## config.mk

```make
export PLATFORM = sky130hd
export DESIGN_NAME = flash_wr_guard
export DESIGN_NICKNAME = d
export VERILOG_FILES = /design/src/rtl/flash_guard_pkg.sv /design/src/rtl/fg_stable_filter.sv /design/src/rtl/fg_reset_qual.sv /design/src/rtl/fg_sector_gate.sv /design/src/rtl/flash_wr_guard.sv
export SDC_FILE = /design/constraint.sdc
export NUM_CORES = 1
export LEC_CHECK = 0
export ABC_AREA = 1
export BUFFER_PORTS_ARGS = -buffer_cell sky130_fd_sc_hd__buf_2
export CAP_MARGIN = 10
export CORE_AREA = 2 2 46 48
export CTS_BUF_LIST = sky130_fd_sc_hd__clkbuf_4 sky130_fd_sc_hd__clkbuf_8 sky130_fd_sc_hd__clkbuf_16
export DETAILED_ROUTE_END_ITERATION = 6
export DIE_AREA = 0 0 48 50
export PLACE_DENSITY = 0.8
export RECOVER_POWER = 50
export SYNTH_ARGS = -nofsm -noshare
export SYNTH_HDL_FRONTEND = slang
export SYNTH_SLANG_ARGS = --single-unit
```

## constraint.sdc

```tcl
create_clock -name clk -period 2.3 [get_ports clk]
set_input_delay 0.345 -clock clk [delete_from_list [all_inputs] [get_ports clk]]
set_output_delay 0.345 -clock clk [all_outputs]
set_load 0.1 [all_outputs]
```

## src/rtl/flash_guard_pkg.sv

```systemverilog
package flash_guard_pkg;
  typedef enum logic {BOUND_BOTTOM = 1'b0, BOUND_TOP = 1'b1} bound_e;
endpackage

```

## src/rtl/fg_stable_filter.sv

```systemverilog
module fg_stable_filter #(
  parameter int unsigned GLITCH_CLKS = 4
) (
  input  logic clk,
  input  logic rst_n,
  input  logic raw,
  output logic filt
);
  localparam int unsigned CW = (GLITCH_CLKS > 1) ? $clog2(GLITCH_CLKS) : 1;
  localparam logic [CW-1:0] LAST = CW'(GLITCH_CLKS - 1);

  logic [CW-1:0] cnt_q, cnt_d;
  logic          filt_q, filt_d;

  always_comb begin
    cnt_d  = cnt_q;
    filt_d = filt_q;
    if (raw == filt_q) begin
      cnt_d = '0;
    end else if (cnt_q == LAST) begin
      filt_d = raw;
      cnt_d  = '0;
    end else begin
      cnt_d = cnt_q + 1'b1;
    end
  end

  always_ff @(posedge clk or negedge rst_n) begin
    if (!rst_n) begin
      cnt_q  <= '0;
      filt_q <= 1'b1;
    end else begin
      cnt_q  <= cnt_d;
      filt_q <= filt_d;
    end
  end

  assign filt = filt_q;

  // a filtered change always reflects the raw level of the previous cycle
  assert_filter_follows_R2: assert property (@(posedge clk) disable iff (!rst_n)
    (filt_q != $past(filt_q)) |-> ($past(raw) == filt_q));
endmodule

```

## src/rtl/fg_reset_qual.sv

```systemverilog
module fg_reset_qual #(
  parameter int unsigned RST_MIN_CLKS = 6
) (
  input  logic clk,
  input  logic rst_n,
  input  logic pin_rst_n,
  output logic dev_rst
);
  localparam int unsigned CW = (RST_MIN_CLKS > 1) ? $clog2(RST_MIN_CLKS) : 1;
  localparam logic [CW-1:0] LAST = CW'(RST_MIN_CLKS - 1);

  logic [CW-1:0] cnt_q, cnt_d;
  logic          dev_q, dev_d;

  always_comb begin
    cnt_d = cnt_q;
    dev_d = dev_q;
    if (pin_rst_n) begin
      cnt_d = '0;
      dev_d = 1'b0;
    end else if (cnt_q == LAST) begin
      dev_d = 1'b1;
    end else begin
      cnt_d = cnt_q + 1'b1;
    end
  end

  always_ff @(posedge clk or negedge rst_n) begin
    if (!rst_n) begin
      cnt_q <= '0;
      dev_q <= 1'b0;
    end else begin
      cnt_q <= cnt_d;
      dev_q <= dev_d;
    end
  end

  assign dev_rst = dev_q;

  // qualified reset only rises after the pin was sampled low
  assert_reset_low_R8: assert property (@(posedge clk) disable iff (!rst_n)
    $rose(dev_q) |-> !$past(pin_rst_n));
  // qualified reset never outlives a high sample of the pin
  assert_reset_release_R9: assert property (@(posedge clk) disable iff (!rst_n)
    pin_rst_n |=> !dev_q);
endmodule

```

## src/rtl/fg_sector_gate.sv

```systemverilog
module fg_sector_gate #(
  parameter int unsigned NSECT = 8,
  parameter flash_guard_pkg::bound_e BOUNDARY = flash_guard_pkg::BOUND_TOP,
  localparam int unsigned SW = $clog2(NSECT)
) (
  input  logic             clk,
  input  logic             rst_n,
  input  logic             wp_n,
  input  logic             cmd_start,
  input  logic             pe_req,
  input  logic [SW-1:0]    pe_sector,
  input  logic [NSECT-1:0] sect_prot,
  input  logic             inhibit,
  output logic             pe_grant,
  output logic             pe_reject
);
  localparam logic [SW-1:0] BSECT =
    (BOUNDARY == flash_guard_pkg::BOUND_TOP) ? SW'(NSECT - 1) : '0;

  logic wp_lat_q, wp_lat_d, wp_use;
  logic grant_q, grant_d, rej_q, rej_d, locked;

  always_comb begin
    wp_use   = cmd_start ? wp_n : wp_lat_q;
    wp_lat_d = wp_use;
    locked   = sect_prot[pe_sector] | ((pe_sector == BSECT) & ~wp_use);
    grant_d  = pe_req & ~locked & ~inhibit;
    rej_d    = pe_req & (locked | inhibit);
  end

  always_ff @(posedge clk or negedge rst_n) begin
    if (!rst_n) begin
      wp_lat_q <= 1'b1;
      grant_q  <= 1'b0;
      rej_q    <= 1'b0;
    end else begin
      wp_lat_q <= wp_lat_d;
      grant_q  <= grant_d;
      rej_q    <= rej_d;
    end
  end

  assign pe_grant  = grant_q;
  assign pe_reject = rej_q;

  // one verdict per request, never both
  assert_one_verdict_R11: assert property (@(posedge clk) disable iff (!rst_n)
    pe_req |=> (pe_grant ^ pe_reject));
  assert_no_spurious_R11: assert property (@(posedge clk) disable iff (!rst_n)
    !pe_req |=> !(pe_grant || pe_reject));
  // a stored protection bit always refuses
  assert_prot_bit_R4: assert property (@(posedge clk) disable iff (!rst_n)
    (pe_req && sect_prot[pe_sector]) |=> pe_reject);
  // pin low at sequence start locks the boundary sector
  assert_boundary_lock_R3: assert property (@(posedge clk) disable iff (!rst_n)
    (pe_req && cmd_start && !wp_n && pe_sector == BSECT) |=> !pe_grant);
endmodule

```

## src/rtl/flash_wr_guard.sv

```systemverilog
module flash_wr_guard #(
  parameter int unsigned NSECT        = 8,
  parameter int unsigned GLITCH_CLKS  = 4,
  parameter int unsigned RST_MIN_CLKS = 6,
  parameter flash_guard_pkg::bound_e BOUNDARY = flash_guard_pkg::BOUND_TOP,
  localparam int unsigned SW = $clog2(NSECT)
) (
  input  logic             clk,
  input  logic             rst_n,
  input  logic             pin_ce_n,
  input  logic             pin_we_n,
  input  logic             pin_oe_n,
  input  logic             pin_rst_n,
  input  logic             wp_n,
  input  logic             supply_ok,
  input  logic             pwr_up,
  input  logic [NSECT-1:0] sect_prot,
  input  logic             cmd_start,
  input  logic             pe_req,
  input  logic [SW-1:0]    pe_sector,
  output logic             wr_accept,
  output logic             pe_grant,
  output logic             pe_reject,
  output logic             force_read,
  output logic             out_hiz
);
  localparam int unsigned NSTROBE = 3;

  logic [NSTROBE-1:0] raw_strobe, filt_strobe;
  logic ce_f, we_f, oe_f, dev_rst, inhibit;
  logic we_q, armed_q, armed_d, acc_q, acc_d, inh_q, frc_q, frc_d;
  logic we_fall, we_rise;

  assign raw_strobe = {pin_oe_n, pin_we_n, pin_ce_n};

  for (genvar g = 0; g < NSTROBE; g++) begin : g_filt
    fg_stable_filter #(.GLITCH_CLKS(GLITCH_CLKS)) u_filt (
      .clk(clk), .rst_n(rst_n), .raw(raw_strobe[g]), .filt(filt_strobe[g]));
  end

  assign ce_f = filt_strobe[0];
  assign we_f = filt_strobe[1];
  assign oe_f = filt_strobe[2];

  fg_reset_qual #(.RST_MIN_CLKS(RST_MIN_CLKS)) u_rq (
    .clk(clk), .rst_n(rst_n), .pin_rst_n(pin_rst_n), .dev_rst(dev_rst));

  assign inhibit = dev_rst | ~supply_ok | pwr_up;

  fg_sector_gate #(.NSECT(NSECT), .BOUNDARY(BOUNDARY)) u_gate (
    .clk(clk), .rst_n(rst_n), .wp_n(wp_n), .cmd_start(cmd_start),
    .pe_req(pe_req), .pe_sector(pe_sector), .sect_prot(sect_prot),
    .inhibit(inhibit), .pe_grant(pe_grant), .pe_reject(pe_reject));

  always_comb begin
    we_fall = ~we_f & we_q;
    we_rise = we_f & ~we_q;
    armed_d = armed_q;
    if (inhibit || we_rise) begin
      armed_d = 1'b0;
    end else if (we_fall && !ce_f && oe_f) begin
      armed_d = 1'b1;
    end
    acc_d = we_rise & armed_q & ~ce_f & ~inhibit;
    frc_d = inhibit & ~inh_q;
  end

  always_ff @(posedge clk or negedge rst_n) begin
    if (!rst_n) begin
      we_q    <= 1'b1;
      armed_q <= 1'b0;
      acc_q   <= 1'b0;
      inh_q   <= 1'b0;
      frc_q   <= 1'b0;
    end else begin
      we_q    <= we_f;
      armed_q <= armed_d;
      acc_q   <= acc_d;
      inh_q   <= inhibit;
      frc_q   <= frc_d;
    end
  end

  assign wr_accept  = acc_q;
  assign force_read = frc_q;
  assign out_hiz    = dev_rst;

  // no write is accepted right after an inhibited cycle
  assert_no_write_inhibit_R6: assert property (@(posedge clk) disable iff (!rst_n)
    inhibit |=> !wr_accept);
  // the accept strobe lasts one cycle
  assert_accept_pulse_R1: assert property (@(posedge clk) disable iff (!rst_n)
    wr_accept |=> !wr_accept);
  // the return-to-read pulse lasts one cycle
  assert_force_pulse_R10: assert property (@(posedge clk) disable iff (!rst_n)
    force_read |=> !force_read);
  // requests are refused while the supply is low
  assert_supply_reject_R6: assert property (@(posedge clk) disable iff (!rst_n)
    (pe_req && !supply_ok) |=> pe_reject);
endmodule

```

==> results.yml, run 1 <==
clock_tree:
  cts_tree: "built"
  clock_latency_ps: 290
  numCtsBuffers: 3
  clock_sinks: 21
  cts.clk_slew.worst_paths_ps: 110
  h-tree-depth: 1
  clock_path_buffers: 2
  postCtsSetupBuffers: 0
  cts_root_buf: "clkbuf_4"
pwr:
  sequentialPowerShare_pct: 52.5
  leakage_nw: 0.6874
  power_switching_w: 0.0003802
  swShare_pct: 35.51
  p_comb_share_pct: 31.9
  pwr-share-clk_pct: 15.6
  intPower_w: 0.0006904
  pwr_density_cell_mw_per_mm2: 898.8
  ir_drop_mv: 0.5944
worst_hold_path:
  holdCritPathClass: "input pin to flop"
layout:
  n_fill_cell: 162
  drive_gt1_share_pct: 22.82
  regMostFlops: "g_filt.u_filt.cnt_q"
  stdcell_area_mm2: 0.001191
  syn2layout_area_growth_pct: 20.20
  n_antenna_cell: 0
  multiInputGateArea_um2: 354.1
  final_nets: 177
  largest_reg_flops: 6
  regArea_um2: 531.8
grt:
  grt_max_degree: 22
  grt_overflow: 0
  grt_pass1_wl_um: 2946
  grt_pass1_vias: 802
  grt_usage_pct: 16.61
  antenna_found_initial: 0
sta:
  worstMarginPinSlew_ps: 1056
  maxSlewHeadroom_pct: 29.62
  tns_ps: 0
  skew_ps: 1.061
  setup_viol: 0
  slew_viol_final: 0
  fin_crit_sh_pct: 61.18
  hold_viol: 0
  max_freq_ghz: 0.7107
  rsz0062_at_grt: "no"
  holdWs_ps: 221.8
  min_period_ps: 1407
setup_path:
  endpoint: "out_hiz"
  cp.arrival_ps: 1060
  path_delay_family: "buffers and inverters"
  cp.depth: 1
  worstPathRequired_ps: 1960
  path_class: "flop to output port"
  ff2ff_setup_slack_ps: 1190
  critPathMaxFanout: 2
  cp-startpoint: "u_rq.dev_rst"
  r2r_start: "g_filt[1].u_filt.filt"
  path_buf_inv: 1
  r2r_end: "armed_q"
  slowest_stage: "buf_2"
  worst_r2r_path_depth: 5
  max_stage_delay_ps: 420
  path_cells: "buf_2"
  cp-end-kind: "output port"
  cp-start-kind: "flop"
placed_design:
  place_area_mm2: 0.001155
  place_congestion: 0.8011
  io_buffer_count: 26
  hpwl_um: 1310
drt:
  drt-pass1-iter-count: 4
  routed_via_density: 4.517
  wl_per_cell_um: 9.085
  drtAntennaViolNets: 0
  finalWirelength_um: 1599
  drc: 0
  vias: 795
  drtIter0Drc: 6
floorplanning:
  num_io_pins: 27
  start_util_pct: 52.11
  row_count: 16
  die_w_um: 48
  core-area_mm2: 0.001902
  die_h_um: 50
  die_area_mm2: 0.002400
logic_synthesis:
  ys_types: 16
  synth-seq-cells: 21
  netlist_area_um2: 991.0
  yosysSeqAreaShare_pct: 53.66
  synthTopCellsByArea: "dfrtp_1 (40%), dfstp_2 (13%), inv_1 (9.8%)"
  syn_nets: 145
  yosysWarnings: 0
  syn_avg_cell_area_um2: 8.398
  yosysTopAreaCell: "dfrtp_1"
  syn_inst: 118
  yosysTopAreaCellShare_pct: 40.40
outcome:
  outcome: "finished clean"
job:
  maxCapViolCount: 0
metrics by stage:
step	setup WS, ps	utilization, %	power (W)	cells
global route	675.5	62.63	0.001174	176
global placement	1221	60.72	0.0008885	171
floorplan	760.6	-	0.0008218	118
detailed placement	1191	60.72	0.0009216	171
CTS	874.7	62.70	0.001094	176
finish	892.9	62.63	0.001071	176
what timing repair did:
action	4_1_cts	5_1_grt
hold endpoints to repair	16	0
setup endpoints to repair	0	0
gates resized for setup	0	0
hold buffers	1	0
cells in the final DEF (no fill, tap or decap), types with 3 or more instances in the layout:
cell,Yosys,layout
nand2_1,25,25
inv_1,26,26
dfrtp_1,16,16
a21oi_1,3,3
nand3_1,8,8
xnor2_1,4,4
ha_1,5,5
clkbuf_4,0,3
dfstp_2,5,4
nor3_1,3,3
o21ai_0,6,7
nor2_1,12,12
buf_2,0,25
power groups by stage:
stage / Clock, W / Sequential [W] / Combinational, W
detailed placement: 0 / 0.000573 / 0.000349
finish: 0.000167 / 0.000562 / 0.000341
floorplan: 0 / 0.000616 / 0.000205
CTS: 0.000177 / 0.000566 / 0.000350
global placement: 0 / 0.000564 / 0.000325
global route: 0.000195 / 0.000576 / 0.000403
cell type report:
type	instances	share of cell area, %
tap	27	2.836
sequential	21	44.64
clock buffer	3	1.891
timing repair buffer	27	11.66
clock inverter	1	0.4202
inverter	28	8.824
multi-input combinational	69	29.73
synthesized netlist by cell type, drive strengths merged:
cell	n
nand2	25
o21ai	7
nand3	8
nor3	3
ha	5
xnor2	4
dfrtp	16
clkinv	1
inv	27
or2	1
dfstp	5
nor2	12
o22ai	1
a21oi	3
cells by family after synthesis:
group | count (synthesis) | share of synthesized area, %
AO/OA/AOI/OAI | 11 | 5.681
AND/OR/NAND/NOR | 49 | 20.20
XOR/XNOR | 4 | 3.535
buffers and inverters | 28 | 10.60
adder cells (fa/ha/maj) | 5 | 6.313
flip-flops | 21 | 53.66
worst min-delay path by stage:
| stage | start | to | slack (ps) | depth (start not counted) |
|---|---|---|---|---|
| after floorplan | rst_n | armed_q | 50 | 0 |
| after global placement | rst_n | u_gate.pe_grant | 310 | 1 |
| after detailed placement | rst_n | u_gate.pe_grant | 320 | 1 |
| after CTS | pin_rst_n | u_rq.dev_rst | 210 | 2 |
| after global routing | pin_rst_n | u_rq.dev_rst | 210 | 2 |
| final | pin_rst_n | u_rq.dev_rst | 220 | 2 |
worst reg2reg max path: stages, from the launching register on:
cell	delay [ps]
dfstp_1	580
inv_1	90
nand3_1	80
nor2_1	40
o21ai_0	170
inv_1	60
per-layer routing:
metal / track usage, % / part of all wire, % / routed length [µm] / vias up
met2: 29.56 / 52 / 825 / 13
met4: 5.405 / 0 / 0 / 0
met3: 2.564 / 3.8 / 60 / 0
met5: 0 / 0 / 0 / -
li1: - / - / - / 419
met1: 19.15 / 45 / 713 / 363
Note: power is estimated with default switching activity, not from simulation.
==> run 2, diff against run 1 <==
- CORE_AREA: 2 2 46 48 -> 2 2 48 50
- DIE_AREA: 0 0 48 50 -> 0 0 50 52
- PLACE_DENSITY: 0.8 -> 0.74
- clock period: 2.3 -> 1.5 ns (I/O delays scaled with it)
==> run 2 against run 1 <==
  * Critical path depth is the same
  * Sequential power grew 53%
  * Routed wire length grew 0.94%
  * Sequential share of layout area is essentially flat
  * Final cell count grew 0.57%
  * Critical path type unchanged
==> results.yml, run 2 (synthesized netlist as in run 1, its figures left out) <==
outcome:
  outcome: "finished clean"
floorplanning:
  core-area_mm2: 0.002106
  num_io_pins: 27
  die_area_mm2: 0.002600
  start_util_pct: 47.06
  row_count: 17
  die_w_um: 50
  die_h_um: 52
drt:
  routed_via_density: 4.412
  drtIter0Drc: 3
  drtAntennaViolNets: 0
  wl_per_cell_um: 9.119
  wl_met1_um: 692
  drc: 0
  drt-pass1-iter-count: 4
  vias: 781
  finalWirelength_um: 1614
  met2WireLength_um: 822
  routed-wl-met3_um: 86
  top_layer: "met4"
sta:
  setup_viol: 0
  worstMarginPinSlew_ps: 498.3
  max_freq_ghz: 0.7629
  tns_ps: 0
  rsz0062_at_grt: "no"
  maxSlewHeadroom_pct: 66.78
  skew_ps: 6.821
  holdWs_ps: 88.50
  slew_viol_final: 0
  min_period_ps: 1311
  fin_crit_sh_pct: 87.38
  hold_viol: 0
grt:
  grt_pass1_wl_um: 2904
  grt_pass1_vias: 737
  antenna_found_initial: 0
  grt_overflow: 0
  grt_max_degree: 22
  grt_usage_pct: 14.76
setup_path:
  worstPathRequired_ps: 1270
  path_cells: "buf_2"
  path_class: "flop to output port"
  cp-end-kind: "output port"
  slowest_stage: "buf_2"
  cp-startpoint: "u_rq.dev_rst"
  cp-start-kind: "flop"
  worst_r2r_path_depth: 5
  path_buf_inv: 1
  r2r_start: "u_rq.cnt_q[0]"
  r2r_end: "u_rq.cnt_q[2]"
  critPathMaxFanout: 2
  ff2ff_setup_slack_ps: 390
  max_stage_delay_ps: 430
  path_delay_family: "buffers and inverters"
  cp.arrival_ps: 1090
layout:
  syn2layout_area_growth_pct: 20.58
  final_common_cell: "inv_1"
  final_nets: 177
  final_cell_mix: "inv_1 (26), nand2_1 (25), buf_2 (25)"
  regMostFlops: "g_filt.u_filt.cnt_q"
  final_cells: 177
  final_util_pct: 56.74
  drive_gt1_share_pct: 24.16
  largest_reg_flops: 6
  n_antenna_cell: 0
placed_design:
  hpwl_um: 1291
  io_buffer_count: 26
  place_congestion: 0.7394
  dp_cells: 172
pwr:
  pwr_density_cell_mw_per_mm2: 1379
  leakage_nw: 0.6888
  total_power_w: 0.001647
  ir_drop_mv: 0.8965
clock_tree:
  cts_root_buf: "clkbuf_4"
  clock_sinks: 21
  numCtsBuffers: 3
  cts.clk_slew.worst_paths_ps: 100
  clock_latency_ps: 300
  ctsResizeCount: 0
  clock_path_buffers: 2
  cts_tree: "built"
  h-tree-depth: 1
worst_hold_path:
  hp-start: "pin_rst_n"
  hold-path-cell-count: 2
  min_to: "u_rq.dev_rst"
  holdCritPathClass: "input pin to flop"
job:
  maxCapViolCount: 0
-- run 2: cell type report --
cell class | count | area [µm²]
repair buffers | 27 | 140.1
well taps | 28 | 35.03
clock buffers | 3 | 22.52
flip-flops and latches | 21 | 533.0
fillers | 192 | 910.9
inverters | 28 | 105.1
multi-input cells | 69 | 354.1
clock inverters | 1 | 5.005
-- run 2: worst max path at each step --
stage	endpoint	slack (ps)	depth (start not counted)
final	out_hiz	190	1
after global routing	out_hiz	150	1
after CTS	out_hiz	180	1
after detailed placement	u_rq.cnt_q[2]	390	5
after global placement	u_rq.cnt_q[2]	490	5
after floorplan	force_read	240	5
-- run 2: per-stage QoR --
step	instance area, µm²	setup slack (ps)
after global placement	1157	487.9
after floorplan	992.2	242.8
after detailed placement	1157	388.5
after CTS	1195	179.1
final	1195	189.3
after global routing	1195	149.3
-- run 2: where the power goes --
part | leakage, nW | total [W] | switching, W | internal [W]
Sequential | 0.255 | 0.000858 | 0.0000912 | 0.000767
Clock | 0.0177 | 0.000262 | 0.000163 | 0.0000994
Combinational | 0.416 | 0.000527 | 0.000331 | 0.000196
-- run 2: layer usage --
| metal | up-vias | track usage (%) |
|---|---|---|
| met4 | 0 | 3.704 |
| met3 | 2 | 5.460 |
| met2 | 16 | 25.00 |
| li1 | 417 | - |
| met5 | - | 0 |
| met1 | 346 | 17.69 |
-- run 2: timing repair --
action,CTS,global route
buffers inserted,0,0
hold endpoints to repair,16,0
hold buffers,1,0
